[config.mk]
export PLATFORM = sky130hd
export DESIGN_NAME = spi_cmd_engine
export DESIGN_NICKNAME = d
export VERILOG_FILES = /design/src/rtl/spi_cmd_pkg.sv /design/src/rtl/spi_cmd_regs.sv /design/src/rtl/spi_cmd_shifter.sv /design/src/rtl/spi_cmd_engine.sv
export SDC_FILE = /design/constraint.sdc
export NUM_CORES = 1
export LEC_CHECK = 0
export BUFFER_PORTS_ARGS = -buffer_cell sky130_fd_sc_hd__buf_4
export CORE_ASPECT_RATIO = 0.6
export CORE_UTILIZATION = 39
export CTS_CLUSTER_DIAMETER = 80
export CTS_CLUSTER_SIZE = 12
export DETAILED_ROUTE_END_ITERATION = 10
export PLACE_DENSITY = 0.67
export SLEW_MARGIN = 20
export SYNTH_ARGS = -nofsm -noshare
export SYNTH_HDL_FRONTEND = slang
export SYNTH_SLANG_ARGS = --single-unit
[constraint.sdc]
create_clock -name clk_i -period 7.35 [get_ports clk_i]
set_clock_uncertainty 0.15 [all_clocks]
set_input_delay 1.47 -clock clk_i [delete_from_list [all_inputs] [get_ports clk_i]]
set_output_delay 1.47 -clock clk_i [all_outputs]
set_load 0.02 [all_outputs]
[src/rtl/spi_cmd_pkg.sv]
package spi_cmd_pkg;
  localparam int BYTE_W   = 8;
  localparam int WORD_W   = 32;
  localparam int REG_AW   = 2;
  localparam int CNT_W    = 4;
  localparam int MAX_TX   = 8;
  localparam int MAX_RX   = 4;
  localparam int TXC_LSB  = 0;
  localparam int RXC_LSB  = 4;
  localparam int START_BIT = 8;
  localparam int BUSY_BIT = 16;

  localparam logic [REG_AW-1:0] ADDR_CTRL = 2'd0;
  localparam logic [REG_AW-1:0] ADDR_CMD  = 2'd1;
  localparam logic [REG_AW-1:0] ADDR_DATA = 2'd2;

  typedef enum logic [2:0] {
    SH_IDLE,
    SH_LEAD,
    SH_SHIFT,
    SH_TRAIL,
    SH_GAP
  } sh_state_e;
endpackage

[src/rtl/spi_cmd_regs.sv]
module spi_cmd_regs
  import spi_cmd_pkg::*;
(
  input  logic              clk_i,
  input  logic              rst_ni,
  input  logic              we_i,
  input  logic [REG_AW-1:0] addr_i,
  input  logic [WORD_W-1:0] wdata_i,
  output logic [WORD_W-1:0] rdata_o,
  input  logic              busy_i,
  input  logic              done_i,
  input  logic [WORD_W-1:0] rx_word_i,
  output logic              go_o,
  output logic [CNT_W-1:0]  go_tx_o,
  output logic [CNT_W-1:0]  go_rx_o,
  output logic [CNT_W-1:0]  tx_cnt_o,
  output logic [CNT_W-1:0]  rx_cnt_o,
  output logic [WORD_W-1:0] cmd_o,
  output logic [WORD_W-1:0] data_o
);
  logic [WORD_W-1:0] cmd_q, data_q;
  logic [CNT_W-1:0]  tx_q, rx_q;
  logic              wr_ok;

  function automatic logic [CNT_W-1:0] sat(input logic [CNT_W-1:0] v,
                                           input logic [CNT_W-1:0] lim);
    return (v > lim) ? lim : v;
  endfunction

  assign wr_ok   = we_i & ~busy_i;
  assign go_tx_o = sat(wdata_i[TXC_LSB +: CNT_W], CNT_W'(MAX_TX));
  assign go_rx_o = sat(wdata_i[RXC_LSB +: CNT_W], CNT_W'(MAX_RX));
  assign go_o    = wr_ok && (addr_i == ADDR_CTRL) && wdata_i[START_BIT];

  always_ff @(posedge clk_i or negedge rst_ni) begin
    if (!rst_ni) begin
      cmd_q  <= '0;
      data_q <= '0;
      tx_q   <= '0;
      rx_q   <= '0;
    end else if (done_i) begin
      // merge only the bytes the command received
      for (int j = 0; j < MAX_RX; j++) begin
        if (CNT_W'(j) < rx_q) data_q[BYTE_W*j +: BYTE_W] <= rx_word_i[BYTE_W*j +: BYTE_W];
      end
    end else if (wr_ok) begin
      case (addr_i)
        ADDR_CTRL: begin
          tx_q <= go_tx_o;
          rx_q <= go_rx_o;
        end
        ADDR_CMD:  cmd_q  <= wdata_i;
        ADDR_DATA: data_q <= wdata_i;
        default: ;
      endcase
    end
  end

  always_comb begin
    rdata_o = '0;
    case (addr_i)
      ADDR_CTRL: begin
        rdata_o[TXC_LSB +: CNT_W] = tx_q;
        rdata_o[RXC_LSB +: CNT_W] = rx_q;
        rdata_o[BUSY_BIT]         = busy_i;
      end
      ADDR_CMD:  rdata_o = cmd_q;
      ADDR_DATA: rdata_o = data_q;
      default:   rdata_o = '0;
    endcase
  end

  assign tx_cnt_o = tx_q;
  assign rx_cnt_o = rx_q;
  assign cmd_o    = cmd_q;
  assign data_o   = data_q;
endmodule

[src/rtl/spi_cmd_shifter.sv]
module spi_cmd_shifter
  import spi_cmd_pkg::*;
#(
  parameter int HALF_DIV = 2
) (
  input  logic              clk_i,
  input  logic              rst_ni,
  input  logic              go_i,
  input  logic [CNT_W-1:0]  go_tx_i,
  input  logic [CNT_W-1:0]  go_rx_i,
  input  logic [WORD_W-1:0] cmd_i,
  input  logic [WORD_W-1:0] data_i,
  input  logic              miso_i,
  output logic              sclk_o,
  output logic              cs_no,
  output logic              mosi_o,
  output logic              busy_o,
  output logic              done_o,
  output logic [WORD_W-1:0] rx_word_o
);
  localparam int STREAM_W = BYTE_W * MAX_TX;
  localparam int SEL_W    = $clog2(STREAM_W);
  localparam int BIT_W    = $clog2(BYTE_W * (MAX_TX + MAX_RX) + 1);
  localparam int TICK_W   = $clog2(2 * HALF_DIV);
  localparam int RXJ_W    = $clog2(MAX_RX);
  localparam int DBYTES   = WORD_W / BYTE_W;

  sh_state_e            state_q;
  logic [TICK_W-1:0]    tick_q, lim;
  logic [BIT_W-1:0]     bit_idx_q, tx_bits, total_bits, last_bit;
  logic [CNT_W-1:0]     tx_q, rx_q;
  logic                 sclk_q, cs_n_q, ev, sample_now, go_any;
  logic [STREAM_W-1:0]  stream;
  logic [SEL_W-1:0]     sel;
  logic [RXJ_W-1:0]     rx_j;
  logic [BYTE_W-2:0]    rx_byte_q;
  logic [WORD_W-1:0]    rx_word_q;

  // opcode, address MSB first, then data bytes low byte first
  always_comb begin
    stream = '0;
    stream[STREAM_W-1 -: BYTE_W] = cmd_i[BYTE_W-1:0];
    stream[STREAM_W-BYTE_W-1 -: (WORD_W-BYTE_W)] = cmd_i[WORD_W-1:BYTE_W];
    for (int k = 0; k < DBYTES; k++)
      stream[WORD_W-1-BYTE_W*k -: BYTE_W] = data_i[BYTE_W*k +: BYTE_W];
  end

  assign tx_bits    = BIT_W'({tx_q, 3'b000});
  assign total_bits = tx_bits + BIT_W'({rx_q, 3'b000});
  assign last_bit   = total_bits - 1'b1;
  assign go_any     = (|go_tx_i) | (|go_rx_i);
  assign lim        = (state_q == SH_GAP) ? TICK_W'(2*HALF_DIV-1) : TICK_W'(HALF_DIV-1);
  assign ev         = (tick_q == lim);
  assign sample_now = ev && ((state_q == SH_LEAD) || (state_q == SH_SHIFT && !sclk_q));
  assign sel        = SEL_W'(STREAM_W-1) - bit_idx_q[SEL_W-1:0];
  assign rx_j       = RXJ_W'(bit_idx_q[BIT_W-1:3] - tx_q);

  always_ff @(posedge clk_i or negedge rst_ni) begin
    if (!rst_ni) begin
      state_q   <= SH_IDLE;
      tick_q    <= '0;
      bit_idx_q <= '0;
      tx_q      <= '0;
      rx_q      <= '0;
      sclk_q    <= 1'b0;
      cs_n_q    <= 1'b1;
    end else begin
      if (state_q != SH_IDLE) tick_q <= ev ? '0 : tick_q + 1'b1;
      case (state_q)
        SH_IDLE: if (go_i) begin
          tx_q      <= go_tx_i;
          rx_q      <= go_rx_i;
          bit_idx_q <= '0;
          tick_q    <= '0;
          if (go_any) begin
            state_q <= SH_LEAD;
            cs_n_q  <= 1'b0;
          end else begin
            state_q <= SH_TRAIL;
          end
        end
        SH_LEAD: if (ev) begin
          sclk_q  <= 1'b1;
          state_q <= SH_SHIFT;
        end
        SH_SHIFT: if (ev) begin
          if (sclk_q) begin
            sclk_q <= 1'b0;
            if (bit_idx_q == last_bit) state_q <= SH_TRAIL;
            else bit_idx_q <= bit_idx_q + 1'b1;
          end else begin
            sclk_q <= 1'b1;
          end
        end
        SH_TRAIL: if (ev) begin
          cs_n_q  <= 1'b1;
          state_q <= SH_GAP;
        end
        SH_GAP: if (ev) state_q <= SH_IDLE;
        default: state_q <= SH_IDLE;
      endcase
    end
  end

  always_ff @(posedge clk_i or negedge rst_ni) begin
    if (!rst_ni) begin
      rx_byte_q <= '0;
      rx_word_q <= '0;
    end else if (sample_now && (bit_idx_q >= tx_bits)) begin
      rx_byte_q <= {rx_byte_q[BYTE_W-3:0], miso_i};
      if (&bit_idx_q[2:0]) rx_word_q[BYTE_W*rx_j +: BYTE_W] <= {rx_byte_q, miso_i};
    end
  end

  assign mosi_o    = ((state_q == SH_LEAD) || (state_q == SH_SHIFT)) && (bit_idx_q < tx_bits)
                     ? stream[sel] : 1'b0;
  assign sclk_o    = sclk_q;
  assign cs_no     = cs_n_q;
  assign busy_o    = (state_q != SH_IDLE);
  assign done_o    = (state_q == SH_GAP) && ev;
  assign rx_word_o = rx_word_q;
endmodule

[src/rtl/spi_cmd_engine.sv]
module spi_cmd_engine
  import spi_cmd_pkg::*;
#(
  parameter int HALF_DIV = 2
) (
  input  logic        clk_i,
  input  logic        rst_ni,
  input  logic        reg_we_i,
  input  logic [1:0]  reg_addr_i,
  input  logic [31:0] reg_wdata_i,
  output logic [31:0] reg_rdata_o,
  output logic        spi_sclk_o,
  output logic        spi_cs_no,
  output logic        spi_mosi_o,
  input  logic        spi_miso_i
);
  logic              go_w, busy_w, done_w;
  logic [CNT_W-1:0]  go_tx_w, go_rx_w, tx_w, rx_w;
  logic [WORD_W-1:0] cmd_w, data_w, rx_word_w;

  spi_cmd_regs u_regs (
    .clk_i     (clk_i),
    .rst_ni    (rst_ni),
    .we_i      (reg_we_i),
    .addr_i    (reg_addr_i),
    .wdata_i   (reg_wdata_i),
    .rdata_o   (reg_rdata_o),
    .busy_i    (busy_w),
    .done_i    (done_w),
    .rx_word_i (rx_word_w),
    .go_o      (go_w),
    .go_tx_o   (go_tx_w),
    .go_rx_o   (go_rx_w),
    .tx_cnt_o  (tx_w),
    .rx_cnt_o  (rx_w),
    .cmd_o     (cmd_w),
    .data_o    (data_w)
  );

  spi_cmd_shifter #(.HALF_DIV(HALF_DIV)) u_shift (
    .clk_i     (clk_i),
    .rst_ni    (rst_ni),
    .go_i      (go_w),
    .go_tx_i   (go_tx_w),
    .go_rx_i   (go_rx_w),
    .cmd_i     (cmd_w),
    .data_i    (data_w),
    .miso_i    (spi_miso_i),
    .sclk_o    (spi_sclk_o),
    .cs_no     (spi_cs_no),
    .mosi_o    (spi_mosi_o),
    .busy_o    (busy_w),
    .done_o    (done_w),
    .rx_word_o (rx_word_w)
  );
endmodule

=== Word-level counts from Yosys, hierarchy flattened ===
Cells that the tools add are included.

* Flip-flop bits (word level): 133
* Bits in latches: 0
* Bits in writable memories: 0
* Bits in read-only memories: 0
* Input bits: 38
* Memories kept: 0

* Add/subtract/negate cells: 7
* Multipliers: 0
* Div/mod/pow operators: 0
* Order comparisons: 9
* Equal/unequal tests: 21
* Shifts and indexed selects: 2
* Mux-type cells: 43
* Bitwise logic cells: 4
* Reduce and logical (&&, ||, !) cells: 32

{| class="wikitable"
|+ Operators with widths
! operator !! number
|-
| 32-bit 2-to-1 mux || 3
|-
| 5-bit negator with 34-bit output || 1
|-
| 8-bit by 34-bit variable shift with 32-bit output (first input constant) || 1
|-
| 8-bit by 34-bit variable part select with 32-bit output || 1
|-
| 32-bit bitwise mux || 1
|-
| 8-bit 2-to-1 mux || 4
|-
| 15-bit one-hot mux with 2 select lines || 1
|-
| 7-bit 2-to-1 mux || 4
|-
| 8-bit one-hot mux with 3 select lines || 1
|-
| 3-bit 2-to-1 mux || 7
|-
| 3-bit AND reduction || 7
|-
| 2-bit by 1-bit != test with 1-bit output (second input constant) || 10
|-
| 8-bit one-hot mux with 2 select lines || 1
|-
| 3-bit one-hot mux with 5 select lines || 1
|-
| 7-bit one-hot mux with 2 select lines || 1
|-
| 2-bit 2-to-1 mux || 6
|-
| 2-bit nonzero test || 5
|-
| 1-bit by 4-bit < comparator with 1-bit output (first input constant) || 2
|-
| 2-bit by 4-bit < comparator with 1-bit output (first input constant) || 2
|-
| 4-bit 2-to-1 mux || 2
|-
| 4-bit AND reduction || 2
|-
| 4-bit OR reduction || 2
|-
| 7-bit by 1-bit adder with 7-bit output (second input constant) || 1
|-
| 7-bit adder || 1
|-
| 33 further kinds || 51
|}

=== Depth between registers and ports, before layout ===
* Depth in word-level cells: 7
* Depth in mapped cells: 11
* Gate-level depth less buffers: 11

=== Hierarchy ===
A second synthesis with hierarchy kept.

* Cells, all modules: 632
* Area, all modules: 7527.2 um2

{| class="wikitable"
|+ By module, submodules not included
! module !! instances !! cells an instance !! area an instance (um2) !! seq. area each (um2)
|-
| spi_cmd_regs || 1 || 291 || 3821.2 || 1801.7
|-
| spi_cmd_shifter || 1 || 341 || 3706.1 || 1527.7
|}

=== Worst setup path before layout ===
Ideal clock, no wire load.

* Kind: in2out
* From: input reg_addr_i[0]
* To: output reg_rdata_o[10]
* Data arrival time: 2.576 ns
* Data required time: 5.730 ns
* Path slack: 3.154 ns
* Cell stages on the path: 6
* Buffers on the path: 2
* Path through: inv_1 ha_1 clkbuf_1 clkbuf_1 a22oi_1 nor2b_1

* Word-level cells in the longest chain between the ends: 2
* Elaborated cells on any way between the ends: 3
* Classes of those cells: eq/ne (2); mux (1)

{| class="wikitable"
|+ RTL lines
! item !! line !! RTL
|-
| from (decl) || spi_cmd_engine.sv:9 || <nowiki>input logic [1:0] reg_addr_i,</nowiki>
|-
| 2-bit equality test / 2-bit by 1-bit equality test with 1-bit output (equally long branches) || spi_cmd_regs.sv:61 || <nowiki>case (addr_i)</nowiki>
|-
| 8-bit one-hot mux with 2 select lines (*) || spi_cmd_regs.sv:61 ||
|-
| to (decl) || spi_cmd_engine.sv:11 || <nowiki>output logic [31:0] reg_rdata_o,</nowiki>
|}

Mark *: on every way between the ends. The rest lies on a longest branch, timed or not.

=== Worst setup path in the final report ===
* From: register u_shift.bit_idx_q[3]
* To: output spi_mosi_o

* Word-level cells in the longest chain between the ends: 4
* Elaborated cells on any way between the ends: 6
* Classes of those cells: add/sub (1); order compare (1); mux (3); reduce/logical (1)

{| class="wikitable"
|+ RTL lines
! item !! line !! RTL
|-
| from (decl) || spi_cmd_shifter.sv:30 || <nowiki>logic [BIT_W-1:0] bit_idx_q, tx_bits, total_bits, last_bit;</nowiki>
|-
| from (signal assigned) || spi_cmd_shifter.sv:90 || <nowiki>else bit_idx_q <= bit_idx_q + 1'b1;</nowiki>
|-
| 6-bit subtractor || spi_cmd_shifter.sv:55 || <nowiki>assign sel = SEL_W'(STREAM_W-1) - bit_idx_q[SEL_W-1:0];</nowiki>
|-
| 1-bit binary-select mux with 6-bit select || spi_cmd_shifter.sv:116 || <nowiki>? stream[sel] : 1'b0;</nowiki>
|-
| 1-bit 2-to-1 mux (implied by the code) || spi_cmd_shifter.sv:116 ||
|-
| 1-bit 2-to-1 mux (*) || spi_cmd_shifter.sv:116 ||
|-
| to (decl) || spi_cmd_engine.sv:14 || <nowiki>output logic spi_mosi_o,</nowiki>
|}

Mark *: on every way between the ends. The rest lies on a longest branch, timed or not. The select of a mux whose other input is x is not followed.

==> results.toml <==
[run_status]
status = "finished, violations left"
violations = "design-rule violations"

[drt]
wl_per_cell_um = 20.5
wl_met1_mm = 9.66
route.detailed.drc = 4
met2_length_mm = 8.93
vias = 5741
drt-total-wl_mm = 20.6
drtIter0Drc = 663
first_pass_iters = 11
via_per_inst = 5.71
wl_met3_mm = 1.87
routed.top_layer = "met4"
detail-route-antenna-nets = 0

[setup_path]
cp.arrival_ns = 3.30
worst-setup-path-type = "flop to primary output"
path_common_cell = "inv_1"
path_buf_inv = 3
start_kind = "flop"
crit_fanout = 13
cpPeakStageDelay_ns = 0.54
cp_top_family = "compound AO/OA/AOI/OAI gates"
required_ns = 5.73
cpMaxStageDelayCell = "dfrtp_1"
critPathCaptureType = "primary output"
crit_chain = "inv_1 > ha_1 > inv_1 > fa_1 > a21o_1 > a2111oi_1 > nand2_1 > a311oi_1 > a32o_1 > buf_4"

[power_and_ir_drop]
p_leak_nw = 3.86
power_density_nw_per_um2 = 417
p_comb_share_pct = 39.3
peakVddDrop_uv = 198
internal_power_mw = 2.14
clkPwrFrac_pct = 24.0
switching_share_pct = 40.6
p_switching_mw = 1.47
seqPwrFrac_pct = 36.7

[timing]
worstMarginPinSlew_ns = 1.14
setup-tns-final_ns = 0
drv_slew = 0
fin_ws_ns = 2.43
relSlewSlack_pct = 24.0
final.period_utilization_pct = 66.9
setup_viol = 0
post-route-min-period_ns = 4.92
finalHoldViolations = 0
whs_ns = 0.340
fmax_ghz = 0.203
grt_setup_unrepaired = "no"

[clock_tree]
cts_max_path_buffers = 2
cts_root_buffer = "clkbuf_16"
cts_tree = "done"
cts_resized = 0
clk_latency_ns = 0.42
cts_setup_buffers = 0
hold_buffers = 0
clk_pin_slew_worst_paths_ns = 0.06
htree_levels = 4
cts.sinks = 133
cts_buffers = 17

[synth]
synth_fa_ha_area_share_pct = 3.58
synth-simple-area-share_pct = 13.1
async_flop_share_pct = 100
synthMuxAreaShare_pct = 20.2
ys_ff_latch = 133
synthDistinctLibCells = 62
synth-edff-count = 0
synth_xor_area_share_pct = 1.25
synthCells = 699
synth_top_family_by_area = "multiplexers"
yosys_most_used_dff = "dfrtp_1"
synth_area_leaders = "dfrtp_1, mux2i_1, mux2_2, nand2_1, mux4_2"
avgSynthCellArea_um2 = 10.6
synth-compound-area-share_pct = 11.5
synth_top_area_share_pct = 44.6
synthesis.nets = 757
synth_top_cell_by_area = "dfrtp_1"
synth_area_um2 = 7410
yosysSeqAreaShare_pct = 44.9
yosys_warnings = 0

[finish]
num-nets-final = 811
area_delta_synth_final_pct = 17.0
layout.cells.most_common = "dfrtp_1"
stdcell_count = 1006
layout_common_cells = "dfrtp_1, nand2_1, buf_4"
final_cell_area_um2 = 8670
antenna_cells = 0
layout-drive-gt1-share_pct = 24.3

[floorplanning]
initial_core_util_pct = 40.4
pin_count = 73
die_h_um = 109
rows = 38
die_x_um = 180
core-area_um2 = 18400
dieArea_um2 = 19600

[grt]
gr-usage-all-layers_pct = 21.9
antenna_found_initial = 0
overflow = 0
grt_pass1_vias = 5505
grt_start_max_net_pins = 77
grt_pass1_wl_mm = 32.2

[placed_design]
dpl.cell_count = 974
placed_area_um2 = 8080
io_buffers = 72
dp_worst_setup_slack_ns = 2.95
dp_hpwl_mm = 14.3
gp_congestion = 0.864

[worst_hold_path]
hp-class = "flop to flop"

[job]
cap_violations = 0
## tightest hold or removal path, cell delays in order, from the launching register on
cell,delay (ns)
dfrtp_1,0.34
nand2_1,0.05
o21ai_0,0.06
## flip-flops by register name, indices dropped and copies added (netlist names)
name,flops
u_regs.cmd_o,32
u_regs.data_o,32
u_regs.rx_cnt_o,4
u_regs.tx_cnt_o,4
u_shift.bit_idx_q,7
u_shift.cs_no,1
u_shift.rx_byte_q,7
u_shift.rx_q,4
u_shift.rx_word_o,32
u_shift.sclk_o,1
u_shift.state_q,3
u_shift.tick_q,2
u_shift.tx_q,4
## stage by stage
stage | power, mW | util (%)
floorplan | 2.26 | -
global placement | 2.69 | 44.0
detailed placement | 2.72 | 44.0
CTS | 3.60 | 47.3
global route | 3.83 | 47.3
finish | 3.61 | 47.3
## cell usage after synthesis, types with 3 or more instances
master	number
a21oi_1	6
a222oi_1	9
a22oi_1	23
a31oi_1	3
and2_1	4
and3_1	11
buf_1	4
buf_2	10
buf_4	4
buf_6	4
clkbuf_1	20
dfrtp_1	132
ha_1	18
inv_1	45
mux2_2	50
mux2i_1	61
mux4_2	11
nand2_1	82
nand2b_1	8
nand3_1	7
nand3_2	4
nor2_1	23
nor2b_1	27
nor3_1	5
nor4_1	4
o21a_1	3
o21ai_0	48
o21ai_1	18
o31ai_1	4
or3_1	3
xnor2_1	4
xor2_1	4
## worst paths after layout
path,start,to,slack (ns),cells past startpoint
hold / removal,u_shift.tx_q[1],u_shift.tx_q[1],0.34,2
max in group asynchronous,rst_ni,u_shift.rx_word_o[1],4.77,2
min in group asynchronous,rst_ni,u_shift.sclk_o,0.84,1
setup / recovery,u_shift.bit_idx_q[3],spi_mosi_o,2.43,10
hold reg to reg,u_shift.tx_q[1],u_shift.tx_q[1],0.34,2
setup reg to reg,u_shift.bit_idx_q[3],u_shift.rx_word_o[30],3.78,8
## layer usage
layer / up-vias / GRT usage [%]
li1: 2603 / -
met1: 2886 / 31.4
met2: 230 / 32.3
met3: 22 / 7.05
met4: 0 / 4.56
met5: - / 0
## layout make-up
class	count	area (um^2)
well taps	240	300
multi-input cells	477	3680
clock buffers	17	425
flip-flops and latches	133	3330
repair buffers	79	597
fillers	1667	9680
inverters	45	169
clock inverters	15	170
## power by group through the flow
stage	sequential [mW]	clock [mW]	combinational (mW)
3_3_place_gp	1.31	0	1.38
2_1_floorplan	1.15	0	1.10
3_5_place_dp	1.32	0	1.40
5_1_grt	1.36	0.904	1.56
4_1_cts	1.31	0.870	1.41
6_report	1.33	0.867	1.42
## logic make-up (layout without fill, tap and decap cells)
group                    count (synthesis)  after routing
AND/OR/NAND/NOR                        192            192
adder cells (fa/ha/maj)                 20             20
buffers and inverters                   89            156
flip-flops                             133            133
XOR/XNOR                                 9              9
multiplexers                           125            125
AO/OA/AOI/OAI                          131            131
No activity file was read; power rests on OpenSTA's default activity.
